===== src/rtl/pipe_sat_solver.sv =====
`timescale 1ns/1ps
module pipe_sat_solver #(
  parameter int NV = 8,
  parameter int NC = 16,
  localparam int VW = (NV > 1) ? $clog2(NV) : 1,
  localparam int CW = (NC > 1) ? $clog2(NC) : 1,
  localparam int LW = $clog2(NV + 1)
) (
  input  logic          clk,
  input  logic          rst_n,
  input  logic          start,
  input  logic          eff_we,
  input  logic [VW-1:0] eff_var,
  input  logic          eff_pol,
  input  logic [NC-1:0] eff_sat,
  input  logic [NC-1:0] eff_rem,
  input  logic          cls_we,
  input  logic [CW-1:0] cls_idx,
  input  logic [NV-1:0] cls_vars,
  output logic          busy,
  output logic          done,
  output logic          sat,
  output logic [NV-1:0] sol
);
  typedef enum logic [2:0] {IDLE, DEC, FET, EVA, DET, CFV} ph_t;
  ph_t ph;

  logic [2*NV-1:0][NC-1:0] esat, erem;
  logic [NC-1:0][NV-1:0]   cvars;
  logic [NV-1:0]           val, tried, pool;
  logic [VW-1:0]           lvl, cur_v, nxt, pick, pmax;
  logic                    have, cur_p, conf_q, fin_q, pick_ok;
  logic [NC-1:0]           csat, fs, fr, unsat;
  logic [NC-1:0][LW-1:0]   clive;
  logic [NV-1:0][NC-1:0]   snap_sat;
  logic [NV-1:0][NC-1:0][LW-1:0] snap_live;
  logic [CW-1:0]           cidx, cidx_q;

  assign busy = (ph != IDLE);
  assign nxt  = have ? lvl + VW'(1) : '0;

  always_comb begin
    pmax = '0;
    for (int i = 0; i < NV; i++) if (pool[i]) pmax = VW'(i);
    pick_ok = 1'b0;
    pick = '0;
    for (int i = 0; i < NV; i++)
      if ((|pool) && VW'(i) <= pmax && !tried[i]) begin
        pick_ok = 1'b1;
        pick = VW'(i);
      end
  end

  always_comb begin
    cidx = '0;
    for (int c = 0; c < NC; c++) unsat[c] = !csat[c] && (clive[c] == '0);
    for (int c = NC - 1; c >= 0; c--) if (unsat[c]) cidx = CW'(c);
  end

  always_ff @(posedge clk) begin
    if (!rst_n) begin
      ph <= IDLE; esat <= '0; erem <= '0; cvars <= '0;
      val <= '0; tried <= '0; pool <= '0; lvl <= '0; cur_v <= '0;
      have <= 1'b0; cur_p <= 1'b0; conf_q <= 1'b0; fin_q <= 1'b0;
      csat <= '0; clive <= '0; fs <= '0; fr <= '0; cidx_q <= '0;
      snap_sat <= '0; snap_live <= '0;
      done <= 1'b0; sat <= 1'b0; sol <= '0;
    end else begin
      done <= 1'b0;
      if (eff_we && ph == IDLE) begin
        esat[{eff_var, eff_pol}] <= eff_sat;
        erem[{eff_var, eff_pol}] <= eff_rem;
      end
      if (cls_we && ph == IDLE) cvars[cls_idx] <= cls_vars;
      case (ph)
        IDLE: if (start) begin
          ph <= DEC; conf_q <= 1'b0; have <= 1'b0; lvl <= '0;
          val <= '0; tried <= '0; csat <= '0; sat <= 1'b0; sol <= '0;
          for (int c = 0; c < NC; c++) clive[c] <= LW'($countones(cvars[c]));
        end
        DEC: if (conf_q) begin
          if (!pick_ok) begin
            done <= 1'b1;
            ph <= IDLE;
          end else begin
            for (int j = 0; j < NV; j++)
              if (j > int'(pick)) begin val[j] <= 1'b0; tried[j] <= 1'b0; end
            val[pick] <= 1'b1;
            tried[pick] <= 1'b1;
            lvl <= pick; cur_v <= pick; cur_p <= 1'b1;
            ph <= FET;
          end
        end else begin
          snap_sat[nxt] <= csat;
          snap_live[nxt] <= clive;
          val[nxt] <= 1'b0; tried[nxt] <= 1'b0;
          lvl <= nxt; have <= 1'b1; cur_v <= nxt; cur_p <= 1'b0;
          ph <= FET;
        end
        FET: begin
          fs <= esat[{cur_v, cur_p}];
          fr <= erem[{cur_v, cur_p}];
          ph <= EVA;
        end
        EVA: begin
          csat <= snap_sat[cur_v] | fs;
          for (int c = 0; c < NC; c++) clive[c] <= snap_live[cur_v][c] - LW'(fr[c]);
          ph <= DET;
        end
        DET: begin
          conf_q <= |unsat;
          fin_q <= !(|unsat) && ((&csat) || lvl == VW'(NV - 1));
          cidx_q <= cidx;
          ph <= CFV;
        end
        CFV: if (fin_q) begin
          done <= 1'b1; sat <= 1'b1; sol <= val; ph <= IDLE;
        end else begin
          pool <= cvars[cidx_q];
          ph <= DEC;
        end
        default: ph <= IDLE;
      endcase
    end
  end


  done_pulse_chk: assert property (@(posedge clk) disable iff (!rst_n) done |=> !done);

  done_idle_chk: assert property (@(posedge clk) disable iff (!rst_n) done |-> !busy);

  fet_eva_chk: assert property (@(posedge clk) disable iff (!rst_n) (ph == FET) |=> (ph == EVA));

  eva_det_chk: assert property (@(posedge clk) disable iff (!rst_n) (ph == EVA) |=> (ph == DET));

  det_cfv_chk: assert property (@(posedge clk) disable iff (!rst_n) (ph == DET && start) |=> (ph == CFV));

  fresh_zero_chk: assert property (@(posedge clk) disable iff (!rst_n)
    (ph == DEC && !conf_q) |=> (ph == FET && !cur_p));

  flip_one_chk: assert property (@(posedge clk) disable iff (!rst_n)
    (ph == DEC && conf_q && pick_ok) |=> (cur_p && cur_v == $past(pick)));

  tbl_hold_chk: assert property (@(posedge clk) disable iff (!rst_n)
    busy |=> ($stable(cvars) && $stable(esat) && $stable(erem)));

  unsat_zero_chk: assert property (@(posedge clk) disable iff (!rst_n) (done && !sat) |-> (sol == '0));
endmodule


===== config.mk =====
export PLATFORM = sky130hd
export DESIGN_NAME = pipe_sat_solver
export DESIGN_NICKNAME = d
export VERILOG_FILES = /design/src/rtl/pipe_sat_solver.sv
export SDC_FILE = /design/constraint.sdc
export NUM_CORES = 2
export LEC_CHECK = 0
export ABC_AREA = 1
export ABC_CLOCK_PERIOD_IN_PS = 8700
export BUFFER_PORTS_ARGS = -buffer_cell sky130_fd_sc_hd__buf_2
export CAP_MARGIN = 20
export CORE_ASPECT_RATIO = 1.5
export CORE_MARGIN = 5
export CORE_UTILIZATION = 30
export CTS_BUF_LIST = sky130_fd_sc_hd__clkbuf_4 sky130_fd_sc_hd__clkbuf_8 sky130_fd_sc_hd__clkbuf_16
export CTS_CLUSTER_DIAMETER = 30
export DETAILED_ROUTE_END_ITERATION = 10
export SLEW_MARGIN = 20
export SYNTH_ARGS = -nofsm -noshare
export SYNTH_HDL_FRONTEND = slang
export SYNTH_SLANG_ARGS = --single-unit

===== constraint.sdc =====
create_clock -name clk -period 8.7 [get_ports clk]
set_input_delay 0.87 -clock clk [delete_from_list [all_inputs] [get_ports clk]]
set_output_delay 0.87 -clock clk [all_outputs]
set_load 0.01 [all_outputs]

# ---- After elaboration in Yosys (flattened, before gate mapping)
# Cells that the tools add are included.
dict set report totals {
  reg_bits 1443
  wordCells 659
  out_inout_bits 11
  inputBits 53
}
dict set report classes {
  muxes 170
  order_cmp 26
  n_reduce_logical 98
  addsub 129
  eq_ne 11
  bitwise 8
}
# op count
set ops {}
lappend ops {{256-bit bitwise mux} 2}
lappend ops {{512-bit bitwise mux} 1}
lappend ops {{128-bit bitwise mux} 2}
lappend ops {{64-bit binary-select mux with 3-bit select} 1}
lappend ops {{64-bit demux with 3-bit select} 1}
lappend ops {{64-bit two-way mux} 3}
lappend ops {{1-bit by 1-bit adder with 2-bit output} 64}
lappend ops {{16-bit binary-select mux with 4-bit select} 2}
lappend ops {{64-bit one-hot mux with 2 select lines} 1}
lappend ops {{2-bit by 2-bit adder with 3-bit output} 32}
lappend ops {{16-bit two-way mux} 6}
lappend ops {{1-bit two-way mux} 91}
lappend ops {{3-bit by 3-bit adder with 4-bit output} 16}
lappend ops {{16-bit demux with 4-bit select} 1}
lappend ops {{4-bit zero test} 16}
lappend ops {{4-bit two-way mux} 16}
lappend ops {{8-bit two-way mux} 8}
lappend ops {{4-bit by 1-bit subtractor with 4-bit output} 16}
lappend ops {{3-bit two-way mux} 18}
lappend ops {{16-bit binary-select mux with 3-bit select} 1}
lappend ops {{16-bit demux with 3-bit select} 1}
lappend ops {{8-bit one-hot mux with 2 select lines} 3}
lappend ops {{1-bit logical AND} 39}
lappend ops {{8-bit binary-select mux with 4-bit select} 1}
lappend ops {{39 further kinds} 100}

# ---- Depth between registers and ports, before layout
dict set report depth {
  ltp_word 27
  ltp_mapped 20
  mapped_depth_nobuf 19
}

# ---- Least setup slack after synthesis
# No wires, ideal clock.
dict set report synth_path {
  kind {reg2reg}
  startpoint {reg cvars[104] (netlist name)}
  endpoint {reg clive[54] (netlist name)}
  setup_time_ns 0.095
  path_buffers 0
  t_required_ns 8.605
  period_less_slack_ns 2.948
  stages_incl_launch_ff 11
  arrival_time_ns 2.852
  slack_ns 5.752
  cell_sequence {dfxtp_1 -> fa_1 -> inv_1 -> fa_1 -> fa_1 -> inv_1 -> ha_1 -> fa_1 -> xor2_1 -> o21ai_0 -> a221oi_1}
}
dict set report synth_between {
  elab_chain_cells 5
}
# item line
set synth_lines {}
lappend synth_lines {{from (decl)} 29} ;# logic [NC-1:0][NV-1:0] cvars;
lappend synth_lines {{from (signal, indexed assignment)} 74} ;# if (cls_we && ph == IDLE) cvars[cls_idx] <= cls_vars;
lappend synth_lines {{1-bit by 1-bit adder with 2-bit output (implied by the code)} 79} ;# for (int c = 0; c < NC; c++) clive[c] <= LW'($countones(cvars[c]));
lappend synth_lines {{2-bit by 2-bit adder with 3-bit output (implied by the code)} 79}
lappend synth_lines {{3-bit by 3-bit adder with 4-bit output (implied by the code)} 79}
lappend synth_lines {{64-bit two-way mux} 76} ;# IDLE: if (start) begin
lappend synth_lines {{64-bit one-hot mux with 2 select lines} 75} ;# case (ph)
lappend synth_lines {{to (signal assigned)} 65} ;# csat <= '0; clive <= '0; fs <= '0; fr <= '0; cidx_q <= '0;
lappend synth_lines {{to (decl)} 34} ;# logic [NC-1:0][LW-1:0] clive;
# No other way between the ends. The select of a mux whose other input is x is not followed.
# A chain may end at the register's enable or synchronous reset.

# ---- Final worst setup path
dict set report layout_path {
  startpoint {reg lvl[0]}
  endpoint {reg snap_sat[30] (netlist name)}
}
dict set report layout_between {
  elab_chain_cells 7
  word_cells_on_any_way 8
  classes_between {1 x add/sub; 2 x order compare; 4 x mux; 1 x reduce/logical}
}
# item line
set layout_lines {}
lappend layout_lines {{from (decl)} 31} ;# logic [VW-1:0] lvl, cur_v, nxt, pick, pmax;
lappend layout_lines {{from (signal assigned)} 63} ;# val <= '0; tried <= '0; pool <= '0; lvl <= '0; cur_v <= '0;
lappend layout_lines {{from (signal assigned)} 77} ;# ph <= DEC; conf_q <= 1'b0; have <= 1'b0; lvl <= '0;
lappend layout_lines {{from (signal assigned)} 90} ;# lvl <= pick; cur_v <= pick; cur_p <= 1'b1;
lappend layout_lines {{3-bit by 1-bit adder with 3-bit output *} 40} ;# assign nxt = have ? lvl + VW'(1) : '0;
lappend layout_lines {{3-bit two-way mux *} 40}
lappend layout_lines {{3-bit by 4-bit less-than comparator with 1-bit output (implied by the code) or 3-bit by 1-bit greater-or-equal comparator with 1-bit output (tied branches)} 94} ;# snap_sat[nxt] <= csat;
lappend layout_lines {{1-bit logical AND (implied by the code)} 94}
lappend layout_lines {{16-bit two-way mux (implied by the code)} 94}
lappend layout_lines {{16-bit demux with 3-bit select *} 94}
lappend layout_lines {{128-bit bitwise mux *} 94}
lappend layout_lines {{to (signal, indexed assignment)} 94}
lappend layout_lines {{to (decl)} 35} ;# logic [NV-1:0][NC-1:0] snap_sat;
# Every way passes the cells marked *; elsewhere a longest branch is shown, timed or not.

==> results.yml <==
pwr:
  p_int_w: 0.0130
  p_sw_share_pct: 26.4
  vdd_drop_max_mv: 0.217
  p_per_area_nw_per_um2: 239
  switchingPower_w: 0.00467
  power.leakage_nw: 29.4
  seqPwrFrac_pct: 39.4
  p_comb_share_pct: 9.4
  power_frac_clock_pct: 51.2
  power_w: 0.0177
logic_synthesis:
  synth-simple-area-share_pct: 15.9
  ys.warnings.count: 0
  synthArstFlopShare_pct: 0
  mappedNetlistArea_um2: 65100
  synthMuxAreaShare_pct: 1.84
  synth.distinct_cells: 44
  synth-edff-count: 0
  synth_compound_area_share_pct: 25.3
  seq_area_frac_synth_pct: 44.4
  synth_fp_nets: 9025
  synthAdderAreaFrac_pct: 3.54
  netlist_instances: 8826
  yosys_most_used_dff: "dfxtp_1"
  avgSynthCellArea_um2: 7.38
  synth_top_family_by_area: "compound AO/OA/AOI/OAI gates"
  synth_xor_area_share_pct: 0.646
  ys_ff_latch: 1443
routing:
  drt-vias-per-instance: 5.31
  vias: 60867
  drc: 0
  drt_pass1_iterations: 8
  wl_per_cell_um: 19.9
  wirelength_um: 228000
  drtAntennaViolNets: 0
  dr.first_iter.drc_count: 5559
die:
  die-area_um2: 227000
  chipHeight_um: 581
  die_w_um: 390
  start_util_pct: 30.1
  coreArea_um2: 216000
  std_cell_rows: 209
  ioPinCount: 64
cts:
  cts.path.max_buffers: 3
  hold_buffers: 0
  post_cts_buffers: 0
  cts.repair.resized: 0
  cts_tree: "done"
  path_clk_slew_ns: 0.06
  htreeDepth: 4
  cts_root_buf: "clkbuf_16"
  cts_sinks: 1443
  clock_latency_ns: 0.83
  cts_buffers: 207
run:
  maxCapViolCount: 0
critical_path:
  start_kind: "register"
  crit_required_ns: 9.43
  arrival_ns: 4.85
  path_max_fanout: 47
  critical_path_class: "register to register"
  endpoint_kind: "register"
cells_and_area:
  finalNetCount: 8624
  drive_gt1_share_pct: 7.25
  design_area_um2: 73900
  area_growth_pct: 13.5
  utilization_pct: 34.2
timing:
  tightestPinTransition_ns: 1.26
  fin_setup_tns_ns: 0
  finClkSkew_ns: 0.0251
  rsz0062_at_grt: "false"
  hold_viol_final: 0
  finalCriticalPeriod_ns: 4.12
  max_freq_mhz: 243
  relSlewSlack_pct: 14.9
  maxSlewViolCount: 0
  finalSetupViolations: 0
  post-route-period-util_pct: 47.3
placement:
  gp_congestion: 0.881
  postPlaceCellArea_um2: 66300
  dp_hpwl_um: 132000
  io_buffer_count: 63
grt:
  grt_use_total_pct: 19.2
  grt_max_degree: 248
  grt_pass1_wl_um: 346000
  grt_pass1_vias: 58563
  grt_overflow: 0
  antenna_found_initial: 13
min_path:
  hp-class: "input port to register"
status:
  status: "finished clean"
==> critical path, cell delays in order (launching register included) <==
cell and delay, ns:
dfxtp_1 0.37, ha_1 0.23, ha_1 0.29, nand2_1 0.13, nand2_1 0.09, nor2_1 0.30, nand2_4 0.42, inv_4 0.55
buf_4 0.68, buf_4 0.60, o21ai_1 0.11, a21oi_1 0.17
==> final timing paths <==
path	startpoint	to	slack [ns]	depth (start not counted)
hold / removal	rst_n	snap_live[246]$_SDFFE_PN0P_	0.38	3
setup / recovery	lvl[0]$_SDFFE_PN0P_	snap_sat[30]$_SDFFE_PN0P_	4.58	11
setup reg to reg	lvl[0]$_SDFFE_PN0P_	snap_sat[30]$_SDFFE_PN0P_	4.58	11
hold reg to reg	tried[6]$_SDFFE_PN0P_	tried[6]$_SDFFE_PN0P_	0.45	2
==> layer usage <==
| layer | share of wire [%] | global-route usage (%) | vias up |
|---|---|---|---|
| li1 | - | - | 28820 |
| met1 | 38 | 22.0 | 28829 |
| met2 | 48 | 33.5 | 2515 |
| met3 | 6.8 | 2.83 | 697 |
| met4 | 6.8 | 12.1 | 6 |
| met5 | 0.025 | 0 | - |
==> registers in the layout, summed over array words and instances, names as in the netlist <==
signal	cells
snap_live	512
erem	256
esat	256
cvars	128
snap_sat	128
clive	64
csat	16
fr	16
fs	16
pool	8
sol	8
tried	8
val	8
cidx_q	4
cur_v	3
lvl	3
ph	3
conf_q	1
cur_p	1
done	1
fin_q	1
have	1
sat	1
==> synthesized netlist by cell type (30+ instances only) <==
cell type     n  share of area, %
a211oi_1     46              0.53
a21oi_1     871               6.7
buf_2       233               1.8
buf_4        70              0.81
clkbuf_1    420               2.4
clkinv_1     49              0.28
dfxtp_1    1443                44
fa_1         64               2.0
ha_1         82               1.6
inv_1       437               2.5
inv_2        43              0.25
mux2i_1     120               1.8
nand2_1     428               2.5
nand3_1     204               1.6
nor2_1     1891                11
nor3_1       30              0.23
o21ai_0    1531                12
o21ai_1     494               3.8
o221ai_1     33              0.44
o22ai_1     121               1.2
xor2_1       36              0.48
==> cells in the final DEF, fill, tap and decap left out, types with 30 or more instances in the layout <==
cell type / Yosys / final
buf_4: 70 / 75
clkinv_1: 49 / 49
dfxtp_1: 1443 / 1438
o21ai_0: 1531 / 1530
clkbuf_16: 0 / 213
a211oi_1: 46 / 46
xor2_1: 36 / 36
o22ai_1: 121 / 121
bufinv_16: 0 / 32
inv_2: 43 / 39
nand3_1: 204 / 203
nor2_1: 1891 / 1887
nor3_1: 30 / 30
o221ai_1: 33 / 33
mux2i_1: 120 / 120
fa_1: 64 / 64
ha_1: 82 / 82
nand2_1: 428 / 428
o21ai_1: 494 / 495
a21oi_1: 871 / 871
inv_1: 437 / 436
buf_2: 233 / 62
==> power by group through the flow <==
stage	combinational [W]	sequential (W)	clock, W
floorplan	0.00120	0.00701	0
global placement	0.00161	0.00710	0
detailed placement	0.00163	0.00711	0
CTS	0.00164	0.00697	0.00915
global route	0.00181	0.00699	0.00945
finish	0.00166	0.00697	0.00905
==> per-stage QoR <==
step / std cells / worst slack [ns] / hold WS, ns
2_1_floorplan: 8826 / 5.75 / 0.426
3_5_place_dp: 11063 / 4.68 / 0.441
6_report: 11455 / 4.58 / 0.383
3_3_place_gp: 11063 / 4.69 / 0.437
4_1_cts: 11449 / 4.66 / 0.340
5_1_grt: 11451 / 4.40 / 0.363
==> cell type report <==
cell class | instances | area (um2)
repair buffers | 143 | 996
flip-flops and latches | 1443 | 28900
clock buffers | 250 | 5740
fillers | 22568 | 142000
clock inverters | 136 | 1820
diodes | 5 | 12.5
well taps | 2848 | 3560
multi-input cells | 6094 | 30800
inverters | 536 | 2060
==> kinds of logic (layout without fill, tap and decap cells) <==
group	after synthesis	after routing
AOI/OAI and AO/OA	3170	3170
and+or+nand+nor	2610	2610
DFF	1443	1443
buffers and inverters	1289	1065
adders and majority gates	146	146
muxes	120	120
xor gates and xnor gates	48	48
other	0	5
(Power assumes the default switching activity.)
